--- src/rtl/twtx_pkg.sv ---
package twtx_pkg;

    localparam int DATA_W     = 8;
    localparam int FRAME_BITS = DATA_W + 3;
    localparam int IDX_W      = $clog2(FRAME_BITS);

    typedef enum logic [2:0] {
        ST_IDLE,
        ST_QUAL,
        ST_SETUP,
        ST_LOW,
        ST_HIGH
    } twtx_state_e;

    typedef logic [FRAME_BITS-1:0] twtx_frame_t;

    // Parity bit that makes the count of ones across byte + parity odd.
    function automatic logic odd_fill(input logic [DATA_W-1:0] d);
        return ~(^d);
    endfunction

    // Number of system cycles in an interval, never less than one.
    function automatic int span_cycles(input int khz, input int us);
        int c;
        c = (khz * us) / 1000;
        return (c < 1) ? 1 : c;
    endfunction

endpackage

--- src/rtl/twtx_framer.sv ---
module twtx_framer
    import twtx_pkg::*;
(
    input  logic [DATA_W-1:0] data,
    output twtx_frame_t       frame
);
    assign frame[0] = 1'b0;

    for (genvar i = 0; i < DATA_W; i++) begin : g_payload
        assign frame[i+1] = data[i];
    end

    assign frame[DATA_W+1] = odd_fill(data);
    assign frame[DATA_W+2] = 1'b1;
endmodule

--- src/rtl/twtx_timer.sv ---
module twtx_timer #(
    parameter int W = 8
) (
    input  logic         clk,
    input  logic         rst,
    input  logic         clr,
    input  logic [W-1:0] last,
    output logic         hit
);
    logic [W-1:0] cnt;

    always_ff @(posedge clk) begin
        if (rst || clr) cnt <= '0;
        else            cnt <= cnt + 1'b1;
    end

    assign hit = (cnt == last);
endmodule

--- src/rtl/twowire_dev_tx.sv ---
module twowire_dev_tx
    import twtx_pkg::*;
#(
    parameter int CLK_KHZ = 50000,
    parameter int IDLE_US = 75,
    parameter int HALF_US = 36
) (
    input  logic              clk,
    input  logic              rst,
    input  logic [DATA_W-1:0] tx_byte,
    input  logic              tx_go,
    input  logic              clk_in,
    input  logic              dat_in,
    output logic              clk_pull,
    output logic              dat_pull,
    output logic              done,
    output logic              err
);
    localparam int IDLE_CYC = span_cycles(CLK_KHZ, IDLE_US);
    localparam int HALF_CYC = span_cycles(CLK_KHZ, HALF_US);
    localparam int MAX_CYC  = (IDLE_CYC > HALF_CYC) ? IDLE_CYC : HALF_CYC;
    localparam int TW       = $clog2(MAX_CYC) + 1;

    twtx_state_e      state;
    twtx_frame_t      frame_q, frame_new;
    logic [IDX_W-1:0] bit_idx;
    logic [TW-1:0]    tmr_last;
    logic             tmr_hit, tmr_clr;
    logic             bus_idle, last_bit, busy;

    assign bus_idle = clk_in & dat_in;
    assign last_bit = (bit_idx == IDX_W'(FRAME_BITS - 1));
    assign busy     = (state != ST_IDLE);
    assign tmr_last = (state == ST_QUAL) ? TW'(IDLE_CYC - 1) : TW'(HALF_CYC - 1);
    assign tmr_clr  = (state == ST_IDLE) || (state == ST_SETUP) || tmr_hit ||
                      ((state == ST_QUAL) && !bus_idle);

    twtx_framer u_framer (
        .data  (tx_byte),
        .frame (frame_new)
    );

    twtx_timer #(.W(TW)) u_timer (
        .clk  (clk),
        .rst  (rst),
        .clr  (tmr_clr),
        .last (tmr_last),
        .hit  (tmr_hit)
    );

    always_ff @(posedge clk) begin
        if (rst) begin
            state    <= ST_IDLE;
            frame_q  <= '0;
            bit_idx  <= '0;
            clk_pull <= 1'b0;
            dat_pull <= 1'b0;
            done     <= 1'b0;
            err      <= 1'b0;
        end else begin
            done <= 1'b0;
            case (state)
                ST_IDLE: begin
                    if (tx_go) begin
                        err     <= 1'b0;
                        frame_q <= frame_new;
                        bit_idx <= '0;
                        state   <= ST_QUAL;
                    end
                end
                ST_QUAL: begin
                    if (!bus_idle) begin
                        err      <= 1'b1;
                        done     <= 1'b1;
                        dat_pull <= 1'b0;
                        state    <= ST_IDLE;
                    end else if (tmr_hit) begin
                        dat_pull <= ~frame_q[0];
                        state    <= ST_SETUP;
                    end
                end
                ST_SETUP: begin
                    clk_pull <= 1'b1;
                    state    <= ST_LOW;
                end
                ST_LOW: begin
                    if (tmr_hit) begin
                        clk_pull <= 1'b0;
                        state    <= ST_HIGH;
                    end
                end
                ST_HIGH: begin
                    if (tmr_hit) begin
                        if (last_bit) begin
                            dat_pull <= 1'b0;
                            done     <= 1'b1;
                            state    <= ST_IDLE;
                        end else if (!clk_in) begin
                            dat_pull <= 1'b0;
                            err      <= 1'b1;
                            done     <= 1'b1;
                            state    <= ST_IDLE;
                        end else begin
                            bit_idx  <= bit_idx + 1'b1;
                            frame_q  <= frame_q >> 1;
                            dat_pull <= ~frame_q[1];
                            state    <= ST_SETUP;
                        end
                    end
                end
                default: state <= ST_IDLE;
            endcase
        end
    end
endmodule

--- config.mk ---
export PLATFORM = sky130hd
export DESIGN_NAME = twowire_dev_tx
export DESIGN_NICKNAME = d
export VERILOG_FILES = /design/src/rtl/twtx_pkg.sv /design/src/rtl/twtx_framer.sv /design/src/rtl/twtx_timer.sv /design/src/rtl/twowire_dev_tx.sv
export SDC_FILE = /design/constraint.sdc
export NUM_CORES = 1
export LEC_CHECK = 0
export ABC_CLOCK_PERIOD_IN_PS = 1800
export BUFFER_PORTS_ARGS = -buffer_cell sky130_fd_sc_hd__buf_2
export CAP_MARGIN = 20
export CORE_ASPECT_RATIO = 0.6
export CORE_MARGIN = 2
export CORE_UTILIZATION = 25
export CTS_BUF_LIST = sky130_fd_sc_hd__clkbuf_16
export CTS_CLUSTER_DIAMETER = 40
export DETAILED_ROUTE_END_ITERATION = 12
export PLACE_DENSITY_LB_ADDON = 0.3
export SLEW_MARGIN = 40
export SYNTH_ARGS = -nofsm -noshare
export SYNTH_HDL_FRONTEND = slang
export SYNTH_SLANG_ARGS = --single-unit
--- constraint.sdc ---
create_clock -name clk -period 1.8 [get_ports clk]
set_clock_uncertainty 0.05 [all_clocks]
set_input_delay 0.27 -clock clk [delete_from_list [all_inputs] [get_ports clk]]
set_output_delay 0.27 -clock clk [all_outputs]
set_load 0.01 [all_outputs]
# Word-level counts from Yosys, hierarchy flattened
# Index checks and enable logic that the tools add are counted.
# totals
ff_bits,35
word_cells,83
output_inout_bits,4
input_bits,13
# classes
bitwise,4
muxes,38
n_reduce_logical,17
n_eq_ne,14
add_sub_neg,2
# op_table
cell,count
$mux W11,4
$pmux W11 S2,1
$mux W4,4
$mux W1,15
$mux W3,5
$pmux W3 S5,1
$ne A2 B2 Y1 const B,7
$add A13 B1 Y13 const B,1
$eq A13 B12 Y1,1
$mux W12,1
$pmux W4 S2,1
$reduce_xor A8 Y1,1
$eq A3 B2 Y1 const B,2
$pmux W1 S2,3
$reduce_and A6 Y1,1
$reduce_bool A2 Y1,3
$reduce_and A5 Y1,1
$add A4 B1 Y4 const B,1
$eq A4 B4 Y1 const B,1
$logic_or A1 B1 Y1,4
$mux W2,2
$reduce_and A4 Y1,1
$eq A3 B1 Y1 const B,1
$eq A3 B3 Y1 const B,1
10 further kinds,12

# Longest topological paths before layout
# Gate-level depths: netlist of run 1.
# logic_depth
ltp_word,6
depth_mapped,8
ltp_nobuf,7

# By module
# From an unflattened synthesis of run 1, not the netlist that was laid out.
# hier_totals
hier_cells,247
area_unflattened_um2,2068.2
# by_module_without_submodules
mod,n_inst,seq_area_each_um2,cells_per_inst,area_per_inst_um2
twowire_dev_tx,1,440.4,149,1218.7
twtx_timer,1,260.2,79,705.7
twtx_framer,1,0.0,19,143.9

# Least setup slack after synthesis of run 1
# No wires, ideal clock.
# synth_path
path_type,reg-to-reg
from,register u_timer.cnt[7]
to,register frame_q[4]
t_arrival_ns,1.742
required_ns,1.662
setup_slack_ns,-0.080
period_less_slack_ns,1.880
path_buffers,1
setup_ns,0.088
path_stages_with_launch,7
cell_sequence,dfxtp_1 nor4bb_1 nand3_1 a2111oi_4 buf_6 nor3_1 a311oi_2
# synth_between
elab_chain_cells,3
# synth_lines
element,line,text
from (decl),twtx_timer.sv:10,logic [W-1:0] cnt;
from (signal assigned),twtx_timer.sv:14,else cnt <= cnt + 1'b1;
$eq A13 B12 Y1,twtx_timer.sv:17,assign hit = (cnt == last);
$ne A2 B2 Y1 (no source line),n/a,
$reduce_and A5 Y1 (no source line),n/a,
to (signal assigned),twowire_dev_tx.sv:66,frame_q <= frame_new;
to (signal assigned),twowire_dev_tx.sv:105,frame_q <= frame_q >> 1;
to (decl),twowire_dev_tx.sv:25,"twtx_frame_t frame_q, frame_new;"
# Every way passes these cells.
# A chain may end at the register's enable or synchronous reset.

# Final worst setup path of run 1
# Ends and elaborated chain as after synthesis.

==> qor.yml, run 1 <==
status:
  status: "complete, but fails checks"
  violations: "setup timing"
die:
  start_util: 0.256
  rows: 24
  fp.dieArea_um2: 8060
  dieHeight_um: 70.4
  num_io_pins: 17
  core_area_um2: 7180
  die_width_um: 115
place:
  dp_hpwl_um: 3500
  pre_cts_slack_ps: -242
  place_congestion: 0.812
  place.port_buffers: 16
  dpl_cell_area_um2: 2270
  post-place-cells: 348
layout:
  fin_nets: 286
  drive_gt1_frac: 0.343
  area_growth_pct: 41.3
  fin_cells: 362
  postLayoutCellArea_um2: 2590
  antenna_cells: 0
cts:
  cts_buffers: 5
  clk_path_buf_depth: 2
  tritoncts: "done"
  clockRootBuffer: "clkbuf_16"
  cts_hold_buf: 0
  path_clk_slew_ps: 50
  clk-insertion-delay-late_ps: 280
  cts.sinks: 35
  cts_htree_levels: 2
pwr:
  p_comb_frac: 0.133
  clockPowerShare: 0.431
  p_total_mw: 1.91
  total_leakage_power_nw: 0.986
  seq_power_share: 0.436
  switching_power_mw: 0.483
  peakVddDrop_uv: 364
  powerDensity_nw_per_um2: 737
  netSwitchingFraction: 0.253
  p_int_mw: 1.43
synthesis:
  yosysWarnings: 0
  ys_types: 45
  ys_top_cells_by_area: "dfxtp_1 (38%), xnor2_1 (5.3%), nand3_1 (4.6%)"
  avgSynthCellArea_um2: 8.49
  syn_area_um2: 1830
  synth_top_area_share: 0.382
  async_reset_ff_frac: 0
  synthCells: 216
  ys.flop_type: "dfxtp_1"
  yosysTopAreaCell: "dfxtp_1"
  seq_area_frac_synth: 0.382
  synth_edf_count: 0
  syn_nets: 232
  yosys_register_bits: 35
global_route:
  grt_pass1_wl_um: 8070
  grt_util_all_layers: 0.127
  grt_max_degree: 22
  grt_overflow: 0
  antenna_found_initial: 0
  grt_pass1_vias: 1623
worst_setup_path:
  cp_data_arrival_time_ps: 2100
  rrSetupSlack_ps: -150
  crit_type: "flip-flop to flip-flop"
  endpoint_kind: "flip-flop"
  reg2reg_depth: 6
  critPathLaunchType: "flip-flop"
  cp.required_ps: 1950
  critPathMaxFanout: 6
  timing.rr.end: "frame_q[4]$_SDFFE_PP0P_"
  reg2reg_from: "u_timer.cnt[7]$_SDFF_PP0_"
routing:
  drt_pass1_iterations: 4
  ant_nets: 0
  drcViolationCount: 0
  drt_iter0_drc: 177
  vias: 1800
  wire_per_inst_um: 13.7
  viasPerCell: 4.97
  routed_wl_um: 4960
sta:
  finalCritPeriodShare: 1.09
  setup_slack_ps: -155
  drv_slew: 0
  finalCriticalPeriod_ps: 1950
  worst_slew_pin_slew_ps: 371
  setup_viol: 15
  maxSlewHeadroom: 0.753
  rsz0062_at_grt: "yes"
  hold_viol: 0
  tns_ps: -1720
  maxClockFrequency_mhz: 512
min_path:
  hold_start: "tx_byte[5]"
  hp-class: "primary input to flip-flop"
  min_to: "frame_q[6]$_SDFFE_PP0P_"
  whs_path_depth: 3
run:
  cap_violations: 0
-- cells by family after synthesis --
group           share of synthesized area
fa+ha+maj                          0.0205
compound gates                      0.161
mux                                0.0109
simple gates                        0.301
buf+inv                            0.0389
xor+xnor                           0.0859
flops                               0.382
-- per-layer routing --
layer / GRT usage / vias to the layer above / wire, um
met5: 0 / - / 0
met4: 0.0447 / 0 / 78
met3: 0.0382 / 7 / 275
met2: 0.162 / 36 / 1940
met1: 0.194 / 861 / 2670
li1: - / 896 / -
-- worst max-delay path, cell delays in order (launching register included) --
cell       delay [ps]
dfxtp_2           320
nand4bb_1         200
or3_4             380
a2111oi_4         400
buf_4             230
nor3_1             60
a311oi_2          220
-- per-stage QoR --
stage	hold slack [ps]	utilization
6_report	231	0.361
5_1_grt	248	0.361
4_1_cts	235	0.340
3_5_place_dp	414	0.316
3_3_place_gp	399	0.316
2_1_floorplan	371	-
-- state kept, by name, summed over array words and instances (netlist names) --
signal / flops
bit_idx: 4
clk_pull: 1
dat_pull: 1
done: 1
err: 1
frame_q: 11
state: 3
u_timer.cnt: 13
-- placed cells by master (no fill, tap or decap), types with 6 or more instances in the layout --
cell	n
buf_4	39
and3_1	6
xor2_1	7
dfxtp_1	28
a21oi_1	11
nand3_1	16
nand2_1	20
inv_1	6
nor2_1	20
dfxtp_2	7
a311oi_1	8
buf_2	16
xnor2_1	11
nor3_1	10
-- cell usage after synthesis (2+ instances only) --
cell and number:
dfxtp_1 35, nand2_1 21, nor2_1 20, nand3_1 17, a21oi_1 12, xnor2_1 11, nor3_1 10, a311oi_1 8
clkbuf_1 7, xor2_1 7, and3_1 6, nand2b_1 5, o21ai_0 5, inv_1 4, buf_2 3, ha_1 3
nand4_1 3, nand4bb_1 3, nor4b_1 3, a2111oi_0 2, mux2i_1 2, nand3b_1 2, nor2b_1 2, nor4_1 2
o22ai_1 2, or2_2 2
-- cell type report --
class,count,area (um2)
fillers,739,4580
multi-input cells,165,1200
flip-flops and latches,35,709
repair buffers,59,418
clock buffers,5,125
well taps,91,114
inverters,4,15.0
clock inverters,3,12.5
-- repair_timing --
action,in CTS,in global routing
gates cloned,0,1
endpoints found under the hold margin,0,0
endpoints found under the setup margin,30,31
pin swaps,4,6
resized for setup,10,19
buffers inserted,0,5
-- power groups by stage --
stage | clock, mW | sequential (mW) | combinational [mW]
global placement | 0 | 0.846 | 0.239
detailed placement | 0 | 0.846 | 0.241
floorplan | 0 | 0.843 | 0.152
global route | 0.874 | 0.837 | 0.282
finish | 0.823 | 0.833 | 0.253
CTS | 0.832 | 0.830 | 0.244
-- worst max-delay path by stage --
stage / slack, ps / end / from / cells past startpoint
2_1_floorplan: -50 / frame_q[4]$_SDFFE_PP0P_ / u_timer.cnt[7]$_SDFF_PP0_ / 6
3_3_place_gp: -180 / frame_q[3]$_SDFFE_PP0P_ / state[0]$_SDFFE_PP0P_ / 6
3_5_place_dp: -240 / frame_q[5]$_SDFFE_PP0P_ / state[0]$_SDFFE_PP0P_ / 6
4_1_cts: -120 / frame_q[8]$_SDFFE_PP0P_ / u_timer.cnt[7]$_SDFF_PP0_ / 6
5_1_grt: -260 / frame_q[3]$_SDFFE_PP0P_ / u_timer.cnt[7]$_SDFF_PP0_ / 6
6_report: -150 / frame_q[4]$_SDFFE_PP0P_ / u_timer.cnt[7]$_SDFF_PP0_ / 6
(Power assumes the default switching activity.)
==> run 2, diff against run 1 <==
--- a/config.mk
+++ b/config.mk
@@ -11,7 +11,7 @@
 export CORE_ASPECT_RATIO = 0.6
 export CORE_MARGIN = 2
 export CORE_UTILIZATION = 25
-export CTS_BUF_LIST = sky130_fd_sc_hd__clkbuf_16
+export CTS_BUF_LIST = sky130_fd_sc_hd__clkbuf_8
 export CTS_CLUSTER_DIAMETER = 40
 export DETAILED_ROUTE_END_ITERATION = 12
 export PLACE_DENSITY_LB_ADDON = 0.3
==> run 2 against run 1 <==
  * The flow still finishes with violations (setup timing)
  * Sequential share of layout area rose by 0.73 points
  * Critical path depth fell by 1
  * Total power shrank 15%
  * Worst hold slack worse by 8.3 ps
  * Via count is 1.4% lower
  * Clock power decreased by 34%
  * Count of clock-buffer cells in the layout did not move
  * Core utilization fell by 0.94 points
  * Routed wire length fell by 0.48%
  * Register-to-register slack about the same
  * Maximum frequency grew 0.50%
  * Critical path type unchanged
==> qor.yml, run 2 (synthesized netlist as in run 1, its figures left out) <==
status:
  status: "complete, but fails checks"  # unchanged
  violations: "setup timing"  # unchanged
routing:
  viasPerCell: 4.92  # was 4.97
  drt_iter0_drc: 168  # was 177
  routed_wl_um: 4940  # was 4960 um
  vias: 1775  # was 1800
  drt_pass1_iterations: 4  # unchanged
  drcViolationCount: 0  # unchanged
  wire_per_inst_um: 13.7  # about the same
  ant_nets: 0  # unchanged
worst_setup_path:
  cp.required_ps: 1980  # was 1950 ps
  crit_chain: "nand4bb_1, or3_4, a2111o_1, nor4b_2, a31o_2"  # was nand4bb_1, or3_4, a2111oi_4, buf_4, nor3_1, a311oi_2
  slowest_delay_ps: 490  # was 400 ps
  rrSetupSlack_ps: -140  # was -150 ps
  crit_family: "simple AND/OR/NAND/NOR gates"  # unchanged
  timing.rr.end: "bit_idx[2]$_SDFFE_PP0P_"  # was frame_q[4]$_SDFFE_PP0P_
  critPathMaxFanout: 4  # was 6
  critPathLaunchType: "flip-flop"  # unchanged
  cpMaxStageDelayCell: "a2111o_1"  # was a2111oi_4
  endpoint_kind: "flip-flop"  # unchanged
  cp.depth: 5  # was 6
  reg2reg_depth: 5  # was 6
  cp-endpoint: "bit_idx[2]$_SDFFE_PP0P_"  # was frame_q[4]$_SDFFE_PP0P_
  cp_data_arrival_time_ps: 2130  # was 2100 ps
  crit_type: "flip-flop to flip-flop"  # unchanged
  reg2reg_from: "u_timer.cnt[7]$_SDFF_PP0_"  # unchanged
  path_buf_inv: 0  # was 1
  startpoint: "u_timer.cnt[7]$_SDFF_PP0_"  # unchanged
pwr:
  switching_power_mw: 0.447  # was 0.483 mW
  netSwitchingFraction: 0.274  # was 0.253
  total_leakage_power_nw: 0.954  # was 0.986 nW
  p_int_mw: 1.19  # was 1.43 mW
  powerDensity_nw_per_um2: 646  # was 737 nW/um2
  seq_power_share: 0.510  # was 0.436
  p_comb_frac: 0.156  # was 0.133
  peakVddDrop_uv: 227  # was 364 uV
  clockPowerShare: 0.335  # was 0.431
sta:
  drv_slew: 0  # unchanged
  tns_ps: -1500  # was -1720 ps
  setup_slack_ps: -145  # was -155 ps
  finalCritPeriodShare: 1.08  # was 1.09
  worst_slew_pin_slew_ps: 321  # was 371 ps
  maxClockFrequency_mhz: 514  # was 512 MHz
  rsz0062_at_grt: "yes"  # unchanged
  maxSlewHeadroom: 0.783  # was 0.753
  finalCriticalPeriod_ps: 1940  # was 1950 ps
  setup_viol: 16  # was 15
  hold_viol: 0  # unchanged
  whs_ps: 223  # was 231 ps
cts:
  cts.sinks: 35  # unchanged
  clk-insertion-delay-late_ps: 290  # was 280 ps
  path_clk_slew_ps: 70  # was 50 ps
  clockRootBuffer: "clkbuf_8"  # was clkbuf_16
  tritoncts: "done"  # unchanged
  clk_path_buf_depth: 2  # unchanged
  cts_htree_levels: 2  # unchanged
  cts_buffers: 5  # unchanged
layout:
  largest_reg_flops: 13  # unchanged
  fin_nets: 285  # was 286
  largestRegisters: "u_timer.cnt x13, frame_q x11, bit_idx x4"  # unchanged
  max_flop_register: "u_timer.cnt"  # unchanged
  antenna_cells: 0  # unchanged
  fillerInstances: 741  # was 739
  postLayoutCellArea_um2: 2520  # was 2590 um2
  drive_gt1_frac: 0.341  # was 0.343
  regArea_um2: 709  # unchanged
  multi_input_area_um2: 1200  # unchanged
  area_growth_pct: 37.7  # was 41.3%
  layout_common_cells: "buf_4 (39), dfxtp_1 (28), nor2_1 (20), nand2_1 (20)"  # unchanged
  final_common_cell: "buf_4"  # unchanged
place:
  dp_hpwl_um: 3500  # unchanged
  place.port_buffers: 16  # unchanged
  pre_cts_slack_ps: -242  # unchanged
  dpl_cell_area_um2: 2270  # unchanged
  place_congestion: 0.812  # unchanged
die:
  dieHeight_um: 70.4  # unchanged
  die_width_um: 115  # unchanged
  rows: 24  # unchanged
  core_area_um2: 7180  # unchanged
  fp.dieArea_um2: 8060  # unchanged
  start_util: 0.256  # unchanged
  num_io_pins: 17  # unchanged
global_route:
  antenna_found_initial: 0  # unchanged
  grt_max_degree: 22  # unchanged
  grt_overflow: 0  # unchanged
  grt_util_all_layers: 0.125  # was 0.127
  grt_pass1_wl_um: 8020  # was 8070 um
  grt_pass1_vias: 1634  # was 1623
run:
  cap_violations: 0  # unchanged
min_path:
  hp-class: "primary input to flip-flop"  # unchanged
  hold_start: "tx_byte[5]"  # unchanged
-- run 2: power by group through the flow --
stage | clock network (mW) | registers (mW) | logic [mW]
floorplan | 0 | 0.843 | 0.152
finish | 0.546 | 0.832 | 0.254
global route | 0.596 | 0.836 | 0.283
global placement | 0 | 0.846 | 0.239
detailed placement | 0 | 0.846 | 0.241
CTS | 0.560 | 0.829 | 0.245
-- run 2: layout make-up --
cell class | instances | area share
Clock inverter | 3 | 0.00496
Sequential cell | 35 | 0.281
Tap cell | 91 | 0.0451
Inverter | 4 | 0.00595
Multi-Input combinational cell | 165 | 0.475
Timing Repair Buffer | 58 | 0.161
Clock buffer | 5 | 0.0273
-- run 2: how the worst min path moves through the flow --
stage,endpoint,slack (ps),depth (start not counted)
3_3_place_gp,frame_q[0]$_SDFFE_PP0P_,400,2
4_1_cts,frame_q[6]$_SDFFE_PP0P_,220,3
2_1_floorplan,dat_pull$_SDFFE_PP0P_,370,2
5_1_grt,frame_q[8]$_SDFFE_PP0P_,240,3
3_5_place_dp,frame_q[0]$_SDFFE_PP0P_,410,2
6_report,frame_q[6]$_SDFFE_PP0P_,220,3
-- run 2: per-layer routing --
layer / share of wire / GRT usage / routed length (um)
met4: 0.011 / 0.0366 / 54
met3: 0.046 / 0.0373 / 226
met5: 0 / 0 / 0
met2: 0.39 / 0.160 / 1930
met1: 0.55 / 0.195 / 2730
-- run 2: timing repair --
action,CTS,global route
hold buffers,0,0
buffers inserted,0,5
resized for setup,11,16
setup endpoints to repair,30,31
pin swaps,3,4
hold endpoints to repair,0,0
-- run 2: tightest hold or removal path: stages --
cell      delay (ps)
buf_2            110
nand2_1           50
a311oi_1          80
-- run 2: through the flow --
stage / utilization / power, mW / cells
2_1_floorplan: - / 0.995 / 216
3_3_place_gp: 0.316 / 1.08 / 348
3_5_place_dp: 0.316 / 1.09 / 348
4_1_cts: 0.333 / 1.63 / 356
5_1_grt: 0.352 / 1.71 / 361
6_report: 0.352 / 1.63 / 361
==> run 3, diff against run 2 <==
--- a/config.mk
+++ b/config.mk
@@ -15,7 +15,7 @@
 export CTS_CLUSTER_DIAMETER = 40
 export DETAILED_ROUTE_END_ITERATION = 12
 export PLACE_DENSITY_LB_ADDON = 0.3
-export SLEW_MARGIN = 40
+export SETUP_SLACK_MARGIN = 0.05
 export SYNTH_ARGS = -nofsm -noshare
 export SYNTH_HDL_FRONTEND = slang
 export SYNTH_SLANG_ARGS = --single-unit
==> run 3 against run 2 <==
  * The run still ends with setup timing left
  * Maximum frequency rose by 2.7%
  * Combinational power rose by 9.4%
  * Global-route usage fell by 0.16 points
  * Critical path depth rose by 1
  * Non-clock buffer count rose by 1
  * Via count fell by 1.5%
  * Core utilization rose by 1.6 points
  * Final cell count did not move
  * Die area did not move
  * Sequential cell count did not move
  * Setup slack improved by 52 ps
  * Largest power group unchanged
==> qor.yml, run 3 (synthesized netlist as in run 1, its figures left out) <==
die:
  start_util: 0.256  # unchanged
  rows: 24  # unchanged
  dieHeight_um: 70.4  # unchanged
  core_area_um2: 7180  # unchanged
  die_width_um: 115  # unchanged
  num_io_pins: 17  # unchanged
  fp.dieArea_um2: 8060  # unchanged
pwr:
  clockPowerShare: 0.349  # was 0.335
  p_int_mw: 1.23  # was 1.19 mW
  p_comb_frac: 0.164  # was 0.156
  seq_power_share: 0.487  # was 0.510
  peakVddDrop_uv: 207  # was 227 uV
  netSwitchingFraction: 0.274  # about the same
  total_leakage_power_nw: 0.974  # was 0.954 nW
  switching_power_mw: 0.466  # was 0.447 mW
  powerDensity_nw_per_um2: 644  # was 646 nW/um2
cts:
  cts.sinks: 35  # unchanged
  cts_htree_levels: 2  # unchanged
  tritoncts: "done"  # unchanged
  clk_path_buf_depth: 2  # unchanged
  cts_buffers: 5  # unchanged
  path_clk_slew_ps: 80  # was 70 ps
  clockRootBuffer: "clkbuf_8"  # unchanged
  clk-insertion-delay-late_ps: 290  # about the same
sta:
  rsz0062_at_grt: "yes"  # unchanged
  finalCriticalPeriod_ps: 1890  # was 1940 ps
  maxClockFrequency_mhz: 528  # was 514 MHz
  hold_viol: 0  # unchanged
  whs_ps: 209  # was 223 ps
  worst_slew_pin_slew_ps: 425  # was 321 ps
  maxSlewHeadroom: 0.714  # was 0.783
  finalCritPeriodShare: 1.05  # was 1.08
  drv_slew: 0  # unchanged
  tns_ps: -1350  # was -1500 ps
  setup_viol: 25  # was 16
  setup_slack_ps: -93.2  # was -145 ps
layout:
  fillerInstances: 720  # was 741
  regArea_um2: 714  # was 709 um2
  antenna_cells: 0  # unchanged
  area_growth_pct: 43.7  # was 37.7%
  largest_reg_flops: 13  # unchanged
  fin_nets: 286  # was 285
  multi_input_area_um2: 1270  # was 1200 um2
  largestRegisters: "u_timer.cnt x13, frame_q x11, bit_idx x4"  # unchanged
  max_flop_register: "u_timer.cnt"  # unchanged
  layout_common_cells: "buf_4 (37), dfxtp_1 (28), nand2_1 (19)"  # was buf_4 (39), dfxtp_1 (28), nor2_1 (20), nand2_1 (20)
  final_common_cell: "buf_4"  # unchanged
  drive_gt1_frac: 0.404  # was 0.341
worst_setup_path:
  cp.required_ps: 1940  # was 1980 ps
  critPathMaxFanout: 6  # was 4
  crit_type: "flip-flop to flip-flop"  # unchanged
  endpoint_kind: "flip-flop"  # unchanged
  critPathLaunchType: "flip-flop"  # unchanged
  cp_data_arrival_time_ps: 2030  # was 2130 ps
global_route:
  grt_pass1_vias: 1495  # was 1634
  grt_max_degree: 23  # was 22
  grt_pass1_wl_um: 7620  # was 8020 um
  grt_overflow: 0  # unchanged
  grt_util_all_layers: 0.124  # was 0.125
  antenna_found_initial: 0  # unchanged
routing:
  drt_pass1_iterations: 4  # unchanged
  vias: 1749  # was 1775
  wire_per_inst_um: 14.0  # was 13.7 um
  drcViolationCount: 0  # unchanged
  viasPerCell: 4.84  # was 4.92
  routed_wl_um: 5050  # was 4940 um
  drt_iter0_drc: 109  # was 168
  ant_nets: 0  # unchanged
run:
  cap_violations: 0  # unchanged
status:
  violations: "setup timing"  # unchanged
  status: "complete, but fails checks"  # unchanged
min_path:
  hp-class: "primary input to flip-flop"  # unchanged
place:
  place_congestion: 0.804  # was 0.812
  dp_hpwl_um: 3490  # was 3500 um
  place.port_buffers: 16  # unchanged
==> run 3: cell count changes in the layout (fill, tap and decap cells not counted), sizes merged <==
cell,change
inv,-2
buf,+1
clkbuf,+1
==> run 3: routing by layer <==
layer  track usage  share of wire  vias to the layer above
li1              -              -                      895
met1         0.204           0.58                      826
met2         0.141           0.37                       22
met3        0.0443          0.045                        6
met4        0.0325          0.011                        0
met5             0              0                        -
==> run 3: path summary, 6_finish.rpt <==
path	cells past startpoint	slack, ps	from	end
worst max-delay path	6	-90	u_timer.cnt[7]$_SDFF_PP0_	bit_idx[2]$_SDFFE_PP0P_
worst min-delay path	3	210	tx_byte[5]	frame_q[6]$_SDFFE_PP0P_
worst max register to register	6	-90	u_timer.cnt[7]$_SDFF_PP0_	bit_idx[2]$_SDFFE_PP0P_
worst min register to register	2	420	frame_q[0]$_SDFFE_PP0P_	frame_q[0]$_SDFFE_PP0P_
==> run 3: final cells by class <==
cell class	instances	share of cell area
clock buffers	6	0.0313
clock inverters	1	0.00190
inverters	4	0.00570
multi-input cells	165	0.481
flip-flops and latches	35	0.271
well taps	91	0.0432
repair buffers	59	0.166
==> run 3: metrics by stage <==
step | utilization | area [um2] | setup WS (ps) | std cells | power (mW)
6_report | 0.367 | 2640 | -93.2 | 361 | 1.70
3_3_place_gp | 0.317 | 2280 | -231 | 348 | 1.08
5_1_grt | 0.367 | 2640 | -200 | 361 | 1.78
2_1_floorplan | - | 1850 | -47.5 | 216 | 0.996
3_5_place_dp | 0.317 | 2280 | -180 | 348 | 1.08
4_1_cts | 0.338 | 2430 | -100 | 357 | 1.68
==> run 3: critical path: stages (launching register included) <==
cell and delay [ps]:
dfxtp_2 330, nand4bb_1 200, or3_4 390, a2111oi_4 320
buf_4 210, o22ai_1 90, a31o_2 200
==> run 3: power groups by stage <==
stage / Sequential (mW) / Combinational (mW) / Clock, mW
after floorplan: 0.843 / 0.153 / 0
after global placement: 0.844 / 0.238 / 0
after detailed placement: 0.843 / 0.239 / 0
after CTS: 0.827 / 0.244 / 0.604
after global routing: 0.832 / 0.301 / 0.648
final: 0.828 / 0.278 / 0.592
==> run 3: timing repair <==
| item | 4_1_cts | 5_1_grt |
|---|---|---|
| gates resized for setup | 10 | 45 |
| pin swaps | 14 | 14 |
| gates cloned | 0 | 1 |
| endpoints found under the setup margin | 33 | 33 |
| hold buffers | 0 | 0 |
| setup buffers | 2 | 3 |
